`src/rtl/rtc_bcd_pkg.sv`:
```
`timescale 1ns/1ps
package rtc_bcd_pkg;

    typedef enum logic [1:0] {
        DIV_HALT   = 2'd0,
        DIV_WARMUP = 2'd1,
        DIV_RUN    = 2'd2
    } div_state_e;

    typedef struct packed {
        logic [7:0] sec;
        logic [7:0] min;
        logic [7:0] hour;
        logic [7:0] dow;
        logic [7:0] dom;
        logic [7:0] mon;
        logic [7:0] year;
    } cal_t;

    localparam logic [7:0] A_SEC   = 8'h00;
    localparam logic [7:0] A_MIN   = 8'h02;
    localparam logic [7:0] A_HOUR  = 8'h04;
    localparam logic [7:0] A_DOW   = 8'h06;
    localparam logic [7:0] A_DOM   = 8'h07;
    localparam logic [7:0] A_MON   = 8'h08;
    localparam logic [7:0] A_YEAR  = 8'h09;
    localparam logic [7:0] A_CTLA  = 8'h0A;
    localparam logic [7:0] A_CTLB  = 8'h0B;

    localparam logic [2:0] DV_RUN_CODE = 3'b010;
    localparam logic [3:0] RS_1024     = 4'b0110;
    localparam logic [7:0] CTLB_RESET  = 8'h42;

    function automatic logic [7:0] bcd_inc(input logic [7:0] v);
        if (v[3:0] >= 4'd9)
            return {v[7:4] + 4'd1, 4'd0};
        return {v[7:4], v[3:0] + 4'd1};
    endfunction

    function automatic logic year_is_leap(input logic [7:0] y);
        if (!y[4])
            return (y[3:0] == 4'd0) || (y[3:0] == 4'd4) || (y[3:0] == 4'd8);
        return (y[3:0] == 4'd2) || (y[3:0] == 4'd6);
    endfunction

    function automatic logic [7:0] month_last(input logic [7:0] m, input logic [7:0] y);
        case (m)
            8'h02:                      return year_is_leap(y) ? 8'h29 : 8'h28;
            8'h04, 8'h06, 8'h09, 8'h11: return 8'h30;
            default:                    return 8'h31;
        endcase
    endfunction

endpackage

```
`src/rtl/rtc_divider.sv`:
```
`timescale 1ns/1ps
module rtc_divider
    import rtc_bcd_pkg::*;
#(
    parameter int HALF_COUNT = 16384,
    parameter int FULL_COUNT = 32768
) (
    input  logic clk,
    input  logic rst_n,
    input  logic run_en,
    input  logic tick_32k,
    output logic sec_tick
);
    localparam int CW = $clog2(FULL_COUNT);
    localparam logic [CW-1:0] HALF_LAST = CW'(HALF_COUNT - 1);
    localparam logic [CW-1:0] FULL_LAST = CW'(FULL_COUNT - 1);

    div_state_e state_q, state_d;
    logic [CW-1:0] cnt_q;

    always_comb begin
        state_d = state_q;
        unique case (state_q)
            DIV_HALT:   if (run_en) state_d = DIV_WARMUP;
            DIV_WARMUP: begin
                if (!run_en)
                    state_d = DIV_HALT;
                else if (tick_32k && cnt_q == HALF_LAST)
                    state_d = DIV_RUN;
            end
            DIV_RUN:    if (!run_en) state_d = DIV_HALT;
            default:    state_d = DIV_HALT;
        endcase
    end

    always_ff @(posedge clk) begin
        if (!rst_n) state_q <= DIV_WARMUP;
        else        state_q <= state_d;
    end

    always_ff @(posedge clk) begin
        if (!rst_n) begin
            cnt_q    <= '0;
            sec_tick <= 1'b0;
        end else begin
            sec_tick <= 1'b0;
            unique case (state_q)
                DIV_HALT: cnt_q <= '0;
                DIV_WARMUP: begin
                    if (!run_en) cnt_q <= '0;
                    else if (tick_32k) begin
                        if (cnt_q == HALF_LAST) begin
                            cnt_q    <= '0;
                            sec_tick <= 1'b1;
                        end else cnt_q <= cnt_q + 1'b1;
                    end
                end
                DIV_RUN: begin
                    if (!run_en) cnt_q <= '0;
                    else if (tick_32k) begin
                        if (cnt_q == FULL_LAST) begin
                            cnt_q    <= '0;
                            sec_tick <= 1'b1;
                        end else cnt_q <= cnt_q + 1'b1;
                    end
                end
                default: cnt_q <= '0;
            endcase
        end
    end
endmodule

```
`src/rtl/rtc_periodic.sv`:
```
`timescale 1ns/1ps
module rtc_periodic #(
    parameter int IRQ_DIV = 32
) (
    input  logic clk,
    input  logic rst_n,
    input  logic irq_en,
    input  logic tick_32k,
    output logic irq_pulse
);
    localparam int PW = (IRQ_DIV > 1) ? $clog2(IRQ_DIV) : 1;
    localparam logic [PW-1:0] LAST = PW'(IRQ_DIV - 1);

    logic [PW-1:0] cnt_q;

    always_ff @(posedge clk) begin
        if (!rst_n || !irq_en) begin
            cnt_q     <= '0;
            irq_pulse <= 1'b0;
        end else if (tick_32k && cnt_q == LAST) begin
            cnt_q     <= '0;
            irq_pulse <= 1'b1;
        end else begin
            cnt_q     <= tick_32k ? cnt_q + 1'b1 : cnt_q;
            irq_pulse <= 1'b0;
        end
    end
endmodule

```
`src/rtl/rtc_calendar.sv`:
```
`timescale 1ns/1ps
module rtc_calendar
    import rtc_bcd_pkg::*;
(
    input  logic       clk,
    input  logic       rst_n,
    input  logic       step,
    input  logic       wr_en,
    input  logic [7:0] wr_addr,
    input  logic [7:0] wr_data,
    output cal_t       cal
);
    cal_t adv, nxt;
    logic c_min, c_hour, c_day, c_mon, c_year;

    always_comb begin
        adv    = cal;
        c_min  = step && cal.sec == 8'h59;
        c_hour = c_min && cal.min == 8'h59;
        c_day  = c_hour && cal.hour == 8'h23;
        c_mon  = c_day && cal.dom == month_last(cal.mon, cal.year);
        c_year = c_mon && cal.mon == 8'h12;
        if (step)   adv.sec  = c_min  ? 8'h00 : bcd_inc(cal.sec);
        if (c_min)  adv.min  = c_hour ? 8'h00 : bcd_inc(cal.min);
        if (c_hour) adv.hour = c_day  ? 8'h00 : bcd_inc(cal.hour);
        if (c_day) begin
            adv.dow = (cal.dow == 8'h07) ? 8'h01 : cal.dow + 8'h01;
            adv.dom = c_mon ? 8'h01 : bcd_inc(cal.dom);
        end
        if (c_mon)  adv.mon  = c_year ? 8'h01 : bcd_inc(cal.mon);
        if (c_year) adv.year = (cal.year == 8'h99) ? 8'h00 : bcd_inc(cal.year);
    end

    always_comb begin
        nxt = adv;
        if (wr_en) begin
            case (wr_addr)
                A_SEC:   nxt.sec  = wr_data;
                A_MIN:   nxt.min  = wr_data;
                A_HOUR:  nxt.hour = wr_data;
                A_DOW:   nxt.dow  = wr_data;
                A_DOM:   nxt.dom  = wr_data;
                A_MON:   nxt.mon  = wr_data;
                A_YEAR:  nxt.year = wr_data;
                default: ;
            endcase
        end
    end

    always_ff @(posedge clk) begin
        if (!rst_n) cal <= '{sec: 8'h00, min: 8'h00, hour: 8'h00, dow: 8'h07,
                             dom: 8'h01, mon: 8'h01, year: 8'h00};
        else        cal <= nxt;
    end
endmodule

```
`src/rtl/rtc_bcd_top.sv`:
```
`timescale 1ns/1ps
module rtc_bcd_top
    import rtc_bcd_pkg::*;
#(
    parameter int HALF_COUNT = 16384,
    parameter int FULL_COUNT = 32768,
    parameter int IRQ_DIV    = 32
) (
    input  logic       clk,
    input  logic       rst_n,
    input  logic       tick_32k,
    input  logic       bus_wr,
    input  logic       bus_rd,
    input  logic [7:0] bus_addr,
    input  logic [7:0] bus_wdata,
    output logic [7:0] bus_rdata,
    output logic       periodic_irq
);
    localparam int NSPARE = 3;

    logic       uip_q;
    logic [2:0] dv_q;
    logic [3:0] rs_q;
    logic [7:0] regb_q;
    logic [7:0] spare_q [NSPARE];
    logic       run_en, sec_tick, step;
    logic [7:0] rd_val;
    cal_t       cal;

    assign run_en = (dv_q[2:1] != 2'b11);
    assign step   = sec_tick && !regb_q[7];

    rtc_divider #(.HALF_COUNT(HALF_COUNT), .FULL_COUNT(FULL_COUNT)) div_i (
        .clk(clk), .rst_n(rst_n), .run_en(run_en), .tick_32k(tick_32k), .sec_tick(sec_tick));

    rtc_periodic #(.IRQ_DIV(IRQ_DIV)) per_i (
        .clk(clk), .rst_n(rst_n), .irq_en(regb_q[6]), .tick_32k(tick_32k),
        .irq_pulse(periodic_irq));

    rtc_calendar cal_i (
        .clk(clk), .rst_n(rst_n), .step(step), .wr_en(bus_wr), .wr_addr(bus_addr),
        .wr_data(bus_wdata), .cal(cal));

    always_ff @(posedge clk) begin
        if (!rst_n) begin
            uip_q  <= 1'b0;
            dv_q   <= DV_RUN_CODE;
            rs_q   <= RS_1024;
            regb_q <= CTLB_RESET;
        end else begin
            if (bus_wr && bus_addr == A_CTLA) begin
                dv_q <= bus_wdata[6:4];
                rs_q <= bus_wdata[3:0];
            end
            if (bus_rd && bus_addr == A_CTLA) uip_q <= ~uip_q;
            if (bus_wr && bus_addr == A_CTLB) regb_q <= bus_wdata;
        end
    end

    for (genvar g = 0; g < NSPARE; g++) begin : g_spare
        localparam logic [7:0] SPARE_ADDR = 8'(2 * g + 1);
        always_ff @(posedge clk) begin
            if (!rst_n)                                spare_q[g] <= 8'h00;
            else if (bus_wr && bus_addr == SPARE_ADDR) spare_q[g] <= bus_wdata;
        end
    end

    always_comb begin
        case (bus_addr)
            A_SEC:   rd_val = cal.sec;
            A_MIN:   rd_val = cal.min;
            A_HOUR:  rd_val = cal.hour;
            A_DOW:   rd_val = cal.dow;
            A_DOM:   rd_val = cal.dom;
            A_MON:   rd_val = cal.mon;
            A_YEAR:  rd_val = cal.year;
            8'h01:   rd_val = spare_q[0];
            8'h03:   rd_val = spare_q[1];
            8'h05:   rd_val = spare_q[2];
            A_CTLA:  rd_val = {~uip_q, dv_q, rs_q};
            A_CTLB:  rd_val = regb_q;
            default: rd_val = 8'h00;
        endcase
    end

    always_ff @(posedge clk) begin
        if (!rst_n)      bus_rdata <= 8'h00;
        else if (bus_rd) bus_rdata <= rd_val;
    end
endmodule

```
`config.mk`:
```
export PLATFORM = sky130hd
export DESIGN_NAME = rtc_bcd_top
export DESIGN_NICKNAME = d
export VERILOG_FILES = /design/src/rtl/rtc_bcd_pkg.sv /design/src/rtl/rtc_divider.sv /design/src/rtl/rtc_periodic.sv /design/src/rtl/rtc_calendar.sv /design/src/rtl/rtc_bcd_top.sv
export SDC_FILE = /design/constraint.sdc
export NUM_CORES = 1
export LEC_CHECK = 0
export ABC_AREA = 1
export BUFFER_PORTS_ARGS = -buffer_cell sky130_fd_sc_hd__buf_2
export CORE_ASPECT_RATIO = 0.6
export CORE_MARGIN = 2
export CORE_UTILIZATION = 40
export DETAILED_ROUTE_END_ITERATION = 7
export GPL_TIMING_DRIVEN = 0
export PLACE_DENSITY = 0.54
export SYNTH_ARGS = -nofsm -noshare
export SYNTH_HDL_FRONTEND = slang
export SYNTH_SLANG_ARGS = --single-unit
```
`constraint.sdc`:
```
create_clock -name clk -period 2.34 [get_ports clk]
set_clock_uncertainty 0.15 [all_clocks]
set_input_delay 0 -clock clk [delete_from_list [all_inputs] [get_ports clk]]
set_output_delay 0 -clock clk [all_outputs]
set_load 0.02 [all_outputs]
```
* After elaboration in Yosys (flattened, before gate mapping)
Memories as Yosys holds them, arrays and structs flattened.
Cells that the tools add are included.
** Storage, ports and cells
- Memories :: 1
- Flip-flop bits (word level) :: 104
- Output and inout bits :: 9
- Memory bits (writable) :: 24
- ROM bits :: 0
- Word-level logic and storage cells :: 195
- Bits in latches :: 0
** Memory list
- spare_q :: words 3, bits a word 8, read ports 3, clocked after memory_dff 0, write ports 3, line rtc_bcd_top.sv:25 : logic [7:0] spare_q [NSPARE];
** Cells by class
- Mux-type cells :: 86
- Bitwise operators :: 4
- Add/subtract/negate cells :: 15
- Order comparisons :: 6
- Multipliers :: 0
- Equality and inequality tests :: 38
- Reduce and logical (&&, ||, !) cells :: 28
- Shifts and indexed selects :: 0
- Divide/modulo/power cells :: 0
** Operator list (count)
- $mux W8 :: 34
- $pmux W8 S12 :: 1
- $mux W15 :: 6
- $eq A8 B3 Y1 const B :: 7
- $mux W56 :: 1
- $add A4 B1 Y4 const B :: 12
- $eq A8 B4 Y1 const B :: 5
- $mux W1 :: 35
- $pmux W15 S2 :: 1
- $eq A8 B2 Y1 const B :: 3
- $ge A4 B4 Y1 const B :: 6
- $eq A8 B5 Y1 const B :: 2
- $eq A8 B7 Y1 const B :: 2
- $mux W16 :: 1
- $pmux W8 S2 :: 1
- $add A15 B1 Y15 const B :: 1
- $eq A15 B14 Y1 const B :: 1
- $eq A15 B15 Y1 const B :: 1
- $logic_and A1 B1 Y1 :: 14
- $ne A3 B3 Y1 const B :: 3
- $add A8 B1 Y8 const B :: 1
- $eq A4 B3 Y1 const B :: 2
- $eq A8 B1 Y1 const B :: 1
- $eq A8 B6 Y1 const B :: 1
- other kinds (24) :: 35

* Logic depth before layout (Yosys ltp)
Gate-level depths: netlist of run 1.
- Word-level depth :: 17
- Gate-level depth with buffers :: 17

* Hierarchy
A second synthesis of run 1 with hierarchy kept.
** Unflattened totals
- Cells, all modules :: 1157
- Area, all modules :: 8261.7 µm²
** Modules (own cells, without submodules)
- rtc_calendar :: cells an instance 607, area each 4171.5 µm², times used 1, sequential area each 1121.1 µm²
- rtc_bcd_top :: cells an instance 379, area each 2763.9 µm², times used 1, sequential area each 1201.2 µm²
- rtc_divider :: cells an instance 136, area each 1019.7 µm², times used 1, sequential area each 360.3 µm²
- rtc_periodic :: cells an instance 35, area each 306.5 µm², times used 1, sequential area each 120.1 µm²

* Least setup slack after synthesis of run 1
Ideal clock, no wire load.
- Kind :: reg2reg
- Start :: reg, netlist name cal_i.cal[41]
- End :: reg, netlist name cal_i.cal[15]
- Stages on the path, launching flop included :: 14
- Data required time :: 2058 ps
- Library setup time :: 132 ps
- Clock period less this slack :: 2041 ps
- Arrival time :: 1759 ps
- Setup slack :: 299 ps
- Cells stage by stage :: dfxtp_1 -> inv_1 -> ha_1 -> nand3_1 -> nor2_4 -> nand3_2 -> nor2_4 -> nand2_2 -> nor2_8 -> nand2_4 -> nor2_1 -> nand3_1 -> nand3_1 -> a21oi_1
** Between the ends
- Cells in the longest elaborated chain, start to end :: 9
** RTL lines
- $eq A8 B7 Y1 (*) :: line rtc_calendar.sv:19 : c_hour = c_min && cal.min == 8'h59;
- $logic_and A1 B1 Y1 (*) :: line rtc_calendar.sv:19
- $logic_and A1 B1 Y1 (*) :: line rtc_calendar.sv:20 : c_day = c_hour && cal.hour == 8'h23;
- $logic_and A1 B1 Y1 (*) :: line rtc_calendar.sv:21 : c_mon = c_day && cal.dom == month_last(cal.mon, cal.year);
- $logic_and A1 B1 Y1 :: line rtc_calendar.sv:22 : c_year = c_mon && cal.mon == 8'h12;
- $mux W8 :: line rtc_calendar.sv:30 : if (c_mon) adv.mon = c_year ? 8'h01 : bcd_inc(cal.mon);
- $mux W8 (*) :: line rtc_calendar.sv:30
- $mux W8 :: line rtc_calendar.sv:37 : case (wr_addr)
- $mux W56 (*) :: line rtc_calendar.sv:36 : if (wr_en) begin
Mark *: on every way between the ends. The rest lies on a longest branch, timed or not.
A chain may end at the register's enable or synchronous reset.

* Worst setup path in the final report of run 1
- Start :: reg, netlist name cal_i.cal[12]
- End :: reg, netlist name cal_i.cal[1]
** Between the ends
- Cells in the longest elaborated chain, start to end :: 9
** RTL lines
- $eq A8 B3 Y1 (tied with other cells) :: line rtc_bcd_pkg.sv:47 : case (m)
- $reduce_or A4 Y1 :: line rtc_bcd_pkg.sv:47
- $pmux W8 S2 :: line rtc_bcd_pkg.sv:47
- $eq A8 B8 Y1 :: line rtc_calendar.sv:21
- $logic_and A1 B1 Y1 :: line rtc_calendar.sv:21
- $logic_and A1 B1 Y1 (*) :: line rtc_calendar.sv:22
- $mux W8 (*) :: line rtc_calendar.sv:31 : if (c_year) adv.year = (cal.year == 8'h99) ? 8'h00 : bcd_inc(cal.year);
- $mux W8 :: line rtc_calendar.sv:37
- $mux W56 (*) :: line rtc_calendar.sv:36
Marked as above.

==> report_table.html, run 1 <==
<table>
<tr><th>Metric</th><th>Value</th></tr>
<tr><th colspan="2">Status</th></tr>
<tr><td>Status</td><td>finished, final reports clean</td></tr>
<tr><th colspan="2">Critical path</th></tr>
<tr><td>Critical path capture point type</td><td>flop</td></tr>
<tr><td>Arrival time of the worst setup path</td><td>2.50 ns</td></tr>
<tr><td>Type of origin of the critical path</td><td>flop</td></tr>
<tr><td>Required time at the worst-slack endpoint</td><td>2.57 ns</td></tr>
<tr><td>Largest stage delay on the critical path</td><td>0.36 ns</td></tr>
<tr><td>Worst path cell trace</td><td>inv_2 &gt; ha_4 &gt; inv_1 &gt; nor2_4 &gt; nand2_2 &gt; nand2_2 &gt; nand2_1 &gt; nor2_2 &gt; nand2_4 &gt; nor2_8 &gt; nand3_4 &gt; inv_4 &gt; nand3_1 &gt; nand2_1 &gt; o211ai_1 &gt; inv_2</td></tr>
<tr><td>Cell with the biggest individual delay on the critical path</td><td>dfxtp_4</td></tr>
<tr><td>Critical Path Fanout Max</td><td>6</td></tr>
<tr><td>Critical path type</td><td>reg2reg</td></tr>
<tr><th colspan="2">Yosys</th></tr>
<tr><td>Post-synth EDFFs</td><td>24</td></tr>
<tr><td>Synth Warn #</td><td>0</td></tr>
<tr><td>Leading register cell type out of synthesis</td><td>dfxtp_1</td></tr>
<tr><td>Async set-or-reset flop fraction in the synthesized netlist</td><td>0</td></tr>
<tr><td>Mapped Nets</td><td>1130</td></tr>
<tr><td>Post-synthesis average cell area</td><td>7.186 um2</td></tr>
<tr><td>Synthesized netlist cell count</td><td>1069</td></tr>
<tr><td>Number of distinct standard cells referenced by the synthesized netlist</td><td>51</td></tr>
<tr><td>Post-synthesis instance area</td><td>7682 um2</td></tr>
<tr><td>Register area share after synthesis</td><td>0.3648</td></tr>
<tr><td>#FFs+latches synth</td><td>128</td></tr>
<tr><th colspan="2">Layout</th></tr>
<tr><td>N_diodes</td><td>0</td></tr>
<tr><td>Number of nets at the end of the flow</td><td>1203</td></tr>
<tr><td>Filler Cell Count</td><td>1883</td></tr>
<tr><td>Cell area after layout</td><td>9358 um2</td></tr>
<tr><td>Register area</td><td>2835 um2</td></tr>
<tr><td>Multi-input logic area</td><td>4452 um2</td></tr>
<tr><td>Post-Route Utilization</td><td>0.4943</td></tr>
<tr><td>Share of post-route cells with drive strength above 1</td><td>0.1758</td></tr>
<tr><td>Area grow syn2layout</td><td>21.81%</td></tr>
<tr><th colspan="2">Clocking</th></tr>
<tr><td>Cell at the root of the clock tree</td><td>clkbuf_16</td></tr>
<tr><td>Later-pin clock latency in the skew report</td><td>0.43 ns</td></tr>
<tr><td>Total CTS buffers</td><td>17</td></tr>
<tr><td>Clock Pin Slew Worst Setup and Hold Paths</td><td>0.06 ns</td></tr>
<tr><td>Clock tree from TritonCTS</td><td>built</td></tr>
<tr><td>CTS H-Tree Depth</td><td>4</td></tr>
<tr><td># clock sinks</td><td>128</td></tr>
<tr><td>CTS max path bufs</td><td>2</td></tr>
<tr><th colspan="2">STA</th></tr>
<tr><td>Setup violation total in the final timing report</td><td>0</td></tr>
<tr><td>Sum of negative setup slack</td><td>0 ns</td></tr>
<tr><td>Worst relative slew slack</td><td>0.3409</td></tr>
<tr><td>Max Transition Viols Final</td><td>0</td></tr>
<tr><td>Final Cycle Share</td><td>0.9702</td></tr>
<tr><td>Actual slew at the worst max-slew pin</td><td>0.9887 ns</td></tr>
<tr><td>Upper clock frequency limit</td><td>0.4405 GHz</td></tr>
<tr><td>Post-route minimum period</td><td>2.270 ns</td></tr>
<tr><td>Hold Violations, Final</td><td>0</td></tr>
<tr><th colspan="2">Power</th></tr>
<tr><td>Switching power total</td><td>0.001486 W</td></tr>
<tr><td>Power Internal</td><td>0.004412 W</td></tr>
<tr><td>Worst ir drop on vdd</td><td>0.5391 mV</td></tr>
<tr><td>Total power density per cell area</td><td>630.2 nW/um2</td></tr>
<tr><td>Combinational power share</td><td>0.084</td></tr>
<tr><td>Share of power burned in registers</td><td>0.393</td></tr>
<tr><td>Total leakage power</td><td>3.706 nW</td></tr>
<tr><td>Share of total power consumed by net switching</td><td>0.2519</td></tr>
<tr><td>Power share of the clock group</td><td>0.522</td></tr>
<tr><th colspan="2">Placed design</th></tr>
<tr><td>Port Buf Inserts</td><td>24</td></tr>
<tr><td>Detailed Place HPWL</td><td>20.13 mm</td></tr>
<tr><td>Weighted congestion at the end of routability-driven global placement</td><td>0.9210</td></tr>
<tr><td>Area post-placement</td><td>8110 um2</td></tr>
<tr><th colspan="2">Route</th></tr>
<tr><td>Antenna-violating nets left</td><td>0</td></tr>
<tr><td>Via Count</td><td>7765</td></tr>
<tr><td>Vias per inst</td><td>5.542</td></tr>
<tr><td>Routed WL per cell</td><td>19.46 um</td></tr>
<tr><td>Remaining design rule violation count</td><td>0</td></tr>
<tr><td>DR pass1 iterations</td><td>5</td></tr>
<tr><td>Iteration-0 DRC count of the detailed router</td><td>814</td></tr>
<tr><td>Drt total wl</td><td>27.26 mm</td></tr>
<tr><th colspan="2">Floorplanning</th></tr>
<tr><td>Core Area</td><td>18930 um2</td></tr>
<tr><td>Die span in y</td><td>111.4 um</td></tr>
<tr><td>Num rows</td><td>39</td></tr>
<tr><td>DIE AREA</td><td>20370 um2</td></tr>
<tr><td>Initial Utilization</td><td>0.4058</td></tr>
<tr><td>Die W</td><td>182.9 um</td></tr>
<tr><td>Top-level I/O count</td><td>30</td></tr>
<tr><th colspan="2">Global route</th></tr>
<tr><td>Largest net degree at the start of global routing</td><td>17</td></tr>
<tr><td>Initial antenna violation count</td><td>0</td></tr>
<tr><td>Number of global-route vias before repair</td><td>6785</td></tr>
<tr><td>First-pass GRT wire length</td><td>40.94 mm</td></tr>
<tr><td>Overall global routing resource usage</td><td>0.2685</td></tr>
<tr><td>Total global routing overflow</td><td>0</td></tr>
<tr><th colspan="2">Hold path</th></tr>
<tr><td>Path class of the lowest-slack min-delay path</td><td>in2reg</td></tr>
<tr><th colspan="2">Run</th></tr>
<tr><td>Number of max-capacitance violations reported</td><td>0</td></tr>
</table>
## layout by cell type, fill, tap and decap left out, drive strengths merged, types with 7 or more instances in the layout
cell	Yosys	routed
ha	40	40
inv	160	163
nand2	189	189
clkbuf	13	33
a221oi	7	7
a21oi	92	92
o21ai	55	55
buf	8	51
o22ai	33	33
nand4	32	32
nand3	79	79
xor2	12	12
o211ai	20	20
a31oi	7	7
dlygate4sd3	0	11
nor3	27	27
edfxtp	24	24
nor2	131	131
dfxtp	104	104
## synth_stat cells (2+ instances only)
cell      count  share of area
nand2_1     183          0.089
inv_1       149          0.073
nor2_1      112          0.055
dfxtp_1     104           0.27
a21oi_1      92          0.060
nand3_1      75          0.049
o21ai_0      48          0.031
ha_1         40          0.065
o22ai_1      33          0.027
nand4_1      31          0.025
edfxtp_1     24          0.094
nor3_1       24          0.016
o211ai_1     20          0.020
clkbuf_1     13         0.0064
xor2_1       12          0.014
inv_2        11         0.0054
nor2_4       10          0.015
nor2_2        8         0.0065
a221oi_1      7         0.0080
a31oi_1       7         0.0057
o21ai_1       7         0.0046
nor4_1        6         0.0049
buf_2         5         0.0033
nand2_2       5         0.0041
a32oi_1       3         0.0034
nand3_2       3         0.0039
nor3_2        3         0.0039
nor3b_1       3         0.0029
o221ai_1      3         0.0034
a211oi_1      2         0.0020
a311oi_1      2         0.0023
buf_1         2        0.00098
clkinv_1      2        0.00098
nand3b_1      2         0.0020
o2111a_1      2         0.0029
## final cells by class
type | instances | share of cell area
plain buffers | 21 | 0.009894
clock buffers | 20 | 0.05001
clock inverters | 12 | 0.02166
inverters | 163 | 0.06619
multi-input cells | 757 | 0.4757
flip-flops and latches | 128 | 0.3030
well taps | 246 | 0.03289
repair buffers | 54 | 0.04065
## worst max-delay path: cells and delay by family, from the launching register on
kind / cells / cell delay [ns]
flip-flops: 1 / 0.36
adder cells (fa/ha/maj): 1 / 0.15
AND/OR/NAND/NOR: 10 / 1.08
buffers and inverters: 4 / 0.35
AO/OA/AOI/OAI: 1 / 0.11
## through the flow
step	power [W]	setup WS [ns]	hold slack (ns)	cells
6_report	0.005897	0.06977	0.01639	1401
5_1_grt	0.006076	-0.06140	0.03934	1401
4_1_cts	0.005887	0.0006986	0.0005645	1386
3_5_place_dp	0.002810	-0.1900	0.2523	1339
3_3_place_gp	0.002815	-0.1867	0.2453	1339
2_1_floorplan	0.002636	0.2989	-0.02357	1069
## timing repair
item	CTS	global route
resized for setup	14	97
hold buffers	11	0
hold endpoints to repair	54	0
pin swaps	6	29
setup buffers	4	15
endpoints found under the setup margin	29	48
## power groups by stage
stage	Combinational, W	Clock, W	Sequential, W
2_1_floorplan	0.000273	0	0.00236
5_1_grt	0.000543	0.00321	0.00232
3_5_place_dp	0.000442	0	0.00237
3_3_place_gp	0.000447	0	0.00237
6_report	0.000498	0.00308	0.00232
4_1_cts	0.000462	0.00310	0.00232
## metal layers
metal	vias up	track usage	part of all wire
li1	3782	-	-
met1	3656	0.4280	0.52
met2	309	0.3341	0.37
met3	18	0.09159	0.11
met4	0	0.06347	0.0098
met5	-	0	0
## cells by family after synthesis
logic type | count (synthesis) | share of synthesized area
flip-flops | 128 | 0.3648
buffers and inverters | 184 | 0.09137
AND/OR/NAND/NOR | 472 | 0.2871
AO/OA/AOI/OAI | 232 | 0.1767
XOR/XNOR | 13 | 0.01482
adder cells (fa/ha/maj) | 40 | 0.06515
## flip-flops by register name, summed over array words and instances, names as in the netlist
name             count
rs_q                 4
div_i.cnt_q         15
per_i.cnt_q          5
spare_q             24
bus_rdata            8
uip_q                1
dv_q                 3
regb_q               8
per_i.irq_pulse      1
cal_i.cal           56
div_i.state_q        2
div_i.sec_tick       1
## path summary, 6_finish.rpt
check	from	endpoint	slack (ns)	cells past startpoint
worst max-delay path	cal_i.cal[12]$_SDFF_PN0_	cal_i.cal[1]$_SDFF_PN0_	0.07	16
worst min-delay path	bus_wdata[4]	cal_i.cal[12]$_SDFF_PN0_	0.02	3
worst max register to register	cal_i.cal[12]$_SDFF_PN0_	cal_i.cal[1]$_SDFF_PN0_	0.07	16
worst min register to register	bus_rdata[6]$_SDFFE_PN0P_	bus_rdata[6]$_SDFFE_PN0P_	0.31	2
No activity file was read; power rests on OpenSTA's default activity.
==> run 2, diff against run 1 <==
- clock period: 2.34 -> 2.4 ns (I/O delays scaled with it)
==> report_table.html, run 2 (synthesized netlist as in run 1, its figures left out) <==
<table>
<tr><th>Metric</th><th>Value</th></tr>
<tr><th colspan="2">Status</th></tr>
<tr><td>Status</td><td>finished, final reports clean</td></tr>
<tr><th colspan="2">Hold path</th></tr>
<tr><td>Path class of the lowest-slack min-delay path</td><td>in2reg</td></tr>
<tr><th colspan="2">Floorplanning</th></tr>
<tr><td>Num rows</td><td>39</td></tr>
<tr><td>DIE AREA</td><td>20370 um2</td></tr>
<tr><td>Die W</td><td>182.9 um</td></tr>
<tr><td>Top-level I/O count</td><td>30</td></tr>
<tr><td>Die span in y</td><td>111.4 um</td></tr>
<tr><td>Core Area</td><td>18930 um2</td></tr>
<tr><td>Initial Utilization</td><td>0.4058</td></tr>
<tr><th colspan="2">Clocking</th></tr>
<tr><td>Clock Pin Slew Worst Setup and Hold Paths</td><td>0.06 ns</td></tr>
<tr><td>Cell at the root of the clock tree</td><td>clkbuf_16</td></tr>
<tr><td>Later-pin clock latency in the skew report</td><td>0.44 ns</td></tr>
<tr><td>Total CTS buffers</td><td>17</td></tr>
<tr><td>CTS H-Tree Depth</td><td>4</td></tr>
<tr><td>CTS max path bufs</td><td>2</td></tr>
<tr><td>Clock tree from TritonCTS</td><td>built</td></tr>
<tr><td># clock sinks</td><td>128</td></tr>
<tr><th colspan="2">Power</th></tr>
<tr><td>Total leakage power</td><td>3.637 nW</td></tr>
<tr><td>Total power density per cell area</td><td>627.9 nW/um2</td></tr>
<tr><td>Worst ir drop on vdd</td><td>0.5335 mV</td></tr>
<tr><th colspan="2">Route</th></tr>
<tr><td>Vias per inst</td><td>5.559</td></tr>
<tr><td>Via Count</td><td>7744</td></tr>
<tr><td>Antenna-violating nets left</td><td>0</td></tr>
<tr><td>Drt total wl</td><td>27.02 mm</td></tr>
<tr><td>Remaining design rule violation count</td><td>0</td></tr>
<tr><td>DR pass1 iterations</td><td>5</td></tr>
<tr><td>Routed WL per cell</td><td>19.40 um</td></tr>
<tr><td>Iteration-0 DRC count of the detailed router</td><td>664</td></tr>
<tr><th colspan="2">STA</th></tr>
<tr><td>Upper clock frequency limit</td><td>0.4346 GHz</td></tr>
<tr><td>Sum of negative setup slack</td><td>0 ns</td></tr>
<tr><td>Post-route minimum period</td><td>2.301 ns</td></tr>
<tr><td>Final Cycle Share</td><td>0.9588</td></tr>
<tr><td>Max Transition Viols Final</td><td>0</td></tr>
<tr><td>Setup violation total in the final timing report</td><td>0</td></tr>
<tr><td>Worst relative slew slack</td><td>0.1846</td></tr>
<tr><td>Hold Violations, Final</td><td>0</td></tr>
<tr><td>Actual slew at the worst max-slew pin</td><td>1.210 ns</td></tr>
<tr><th colspan="2">Global route</th></tr>
<tr><td>Number of global-route vias before repair</td><td>6781</td></tr>
<tr><td>Initial antenna violation count</td><td>0</td></tr>
<tr><td>Overall global routing resource usage</td><td>0.2684</td></tr>
<tr><td>Largest net degree at the start of global routing</td><td>17</td></tr>
<tr><td>Total global routing overflow</td><td>0</td></tr>
<tr><td>First-pass GRT wire length</td><td>40.92 mm</td></tr>
<tr><th colspan="2">Layout</th></tr>
<tr><td>Largest registers in the final layout</td><td>cal_i.cal (56), spare_q (24), div_i.cnt_q (15)</td></tr>
<tr><td>Commonest cells after routing, fill and taps aside</td><td>175 x nand2_1, 141 x inv_1, 102 x nor2_1, 93 x dfxtp_1, 91 x a21oi_1</td></tr>
<tr><td>Register with the most flip-flops</td><td>cal_i.cal</td></tr>
<tr><td>Area grow syn2layout</td><td>19.19%</td></tr>
<tr><td>Share of post-route cells with drive strength above 1</td><td>0.1447</td></tr>
<tr><td>Flip-flop count of the largest register after layout</td><td>56</td></tr>
<tr><td>Fin cells</td><td>1393</td></tr>
<tr><td>Commonest non-fill, non-tap cell in the layout</td><td>nand2_1</td></tr>
<tr><td>N_diodes</td><td>0</td></tr>
<tr><td>Number of nets at the end of the flow</td><td>1195</td></tr>
<tr><th colspan="2">Critical path</th></tr>
<tr><td>Reg-to-reg setup timing slack</td><td>0.1 ns</td></tr>
<tr><td>Type of origin of the critical path</td><td>flop</td></tr>
<tr><td>Critical Path Fanout Max</td><td>6</td></tr>
<tr><td>Depth of the most critical reg-to-reg path</td><td>14</td></tr>
<tr><td>Arrival time of the worst setup path</td><td>2.53 ns</td></tr>
<tr><td>Critical path type</td><td>reg2reg</td></tr>
<tr><td>Startpoint of the worst-slack reg-to-reg timing path</td><td>cal_i.cal[45]$_SDFF_PN0_</td></tr>
<tr><td>Worst reg2reg path endpoint</td><td>cal_i.cal[2]$_SDFF_PN0_</td></tr>
<tr><td>Worst setup path end</td><td>cal_i.cal[2]$_SDFF_PN0_</td></tr>
<tr><td>Critical path launch point</td><td>cal_i.cal[45]$_SDFF_PN0_</td></tr>
<tr><td>Critical path capture point type</td><td>flop</td></tr>
<tr><td>Required time at the worst-slack endpoint</td><td>2.63 ns</td></tr>
<tr><th colspan="2">Placed design</th></tr>
<tr><td>Port Buf Inserts</td><td>24</td></tr>
<tr><td>Detailed Place HPWL</td><td>20.13 mm</td></tr>
<tr><td>Number of placed instances with taps included</td><td>1339</td></tr>
<tr><td>Weighted congestion at the end of routability-driven global placement</td><td>0.9210</td></tr>
<tr><th colspan="2">Run</th></tr>
<tr><td>Number of max-capacitance violations reported</td><td>0</td></tr>
</table>
run 2: how the worst min path moves through the flow:
stage	cells past startpoint	start	slack, ns	to
3_5_place_dp	3	bus_wdata[2]	0.25	rs_q[2]$_SDFFE_PN1P_
4_1_cts	3	bus_wdata[4]	0.0006	cal_i.cal[12]$_SDFF_PN0_
2_1_floorplan	2	bus_wdata[0]	-0.02	cal_i.cal[8]$_SDFF_PN1_
6_report	3	bus_wdata[4]	0.005	cal_i.cal[12]$_SDFF_PN0_
5_1_grt	3	bus_wdata[4]	0.04	cal_i.cal[4]$_SDFF_PN0_
3_3_place_gp	3	bus_wdata[5]	0.25	cal_i.cal[29]$_SDFF_PN0_
run 2: what timing repair did:
action | CTS | global route
endpoints found under the setup margin | 19 | 35
pin swaps | 5 | 18
buffers inserted | 4 | 7
hold buffers | 11 | 0
gates resized for setup | 7 | 61
hold endpoints to repair | 54 | 0
run 2: critical path, stage by stage, from the launching register on:
cell      delay, ns
dfxtp_1        0.33
inv_2          0.08
ha_1           0.16
nand3_2        0.10
nor2_4         0.18
nand3_4        0.13
nor2_4         0.19
nand2_2        0.11
nor2_8         0.20
nand3_4        0.15
inv_4          0.11
nand2_1        0.05
nand3_1        0.06
o211ai_1       0.13
inv_1          0.09
run 2: routing by layer:
layer,share of wire,track usage
met1,0.52,0.4278
met2,0.36,0.3341
met3,0.11,0.09159
met4,0.012,0.06347
met5,0,0
run 2: cell type report:
class | instances | area [um2]
Fill cell | 1905 | 9777
Multi-Input combinational cell | 757 | 4329
Sequential cell | 128 | 2821
Inverter | 163 | 614.3
Clock buffer | 20 | 467.9
Timing Repair Buffer | 46 | 320.3
Tap cell | 246 | 307.8
Clock inverter | 12 | 202.7
Buffer | 21 | 92.59
run 2: where the power goes:
group | internal (W) | total [W] | leakage, nW | switching, W
combinational | 0.000127 | 0.000480 | 2.24 | 0.000352
clock | 0.00194 | 0.00301 | 0.326 | 0.00107
sequential | 0.00223 | 0.00226 | 1.07 | 0.0000286
total | 0.00430 | 0.00575 | 3.64 | 0.00145
run 2: metrics by stage:
stage	total power, W	area [um2]	hold slack, ns	setup WS, ns	utilization
finish	0.005749	9156	0.005163	0.09894	0.4836
floorplan	0.002570	7682	-0.02357	0.3589	-
detailed placement	0.002740	8110	0.2523	-0.1300	0.4284
global placement	0.002744	8110	0.2453	-0.1267	0.4284
CTS	0.005737	8950	0.0005645	0.01751	0.4727
global route	0.005920	9156	0.03906	-0.01393	0.4836
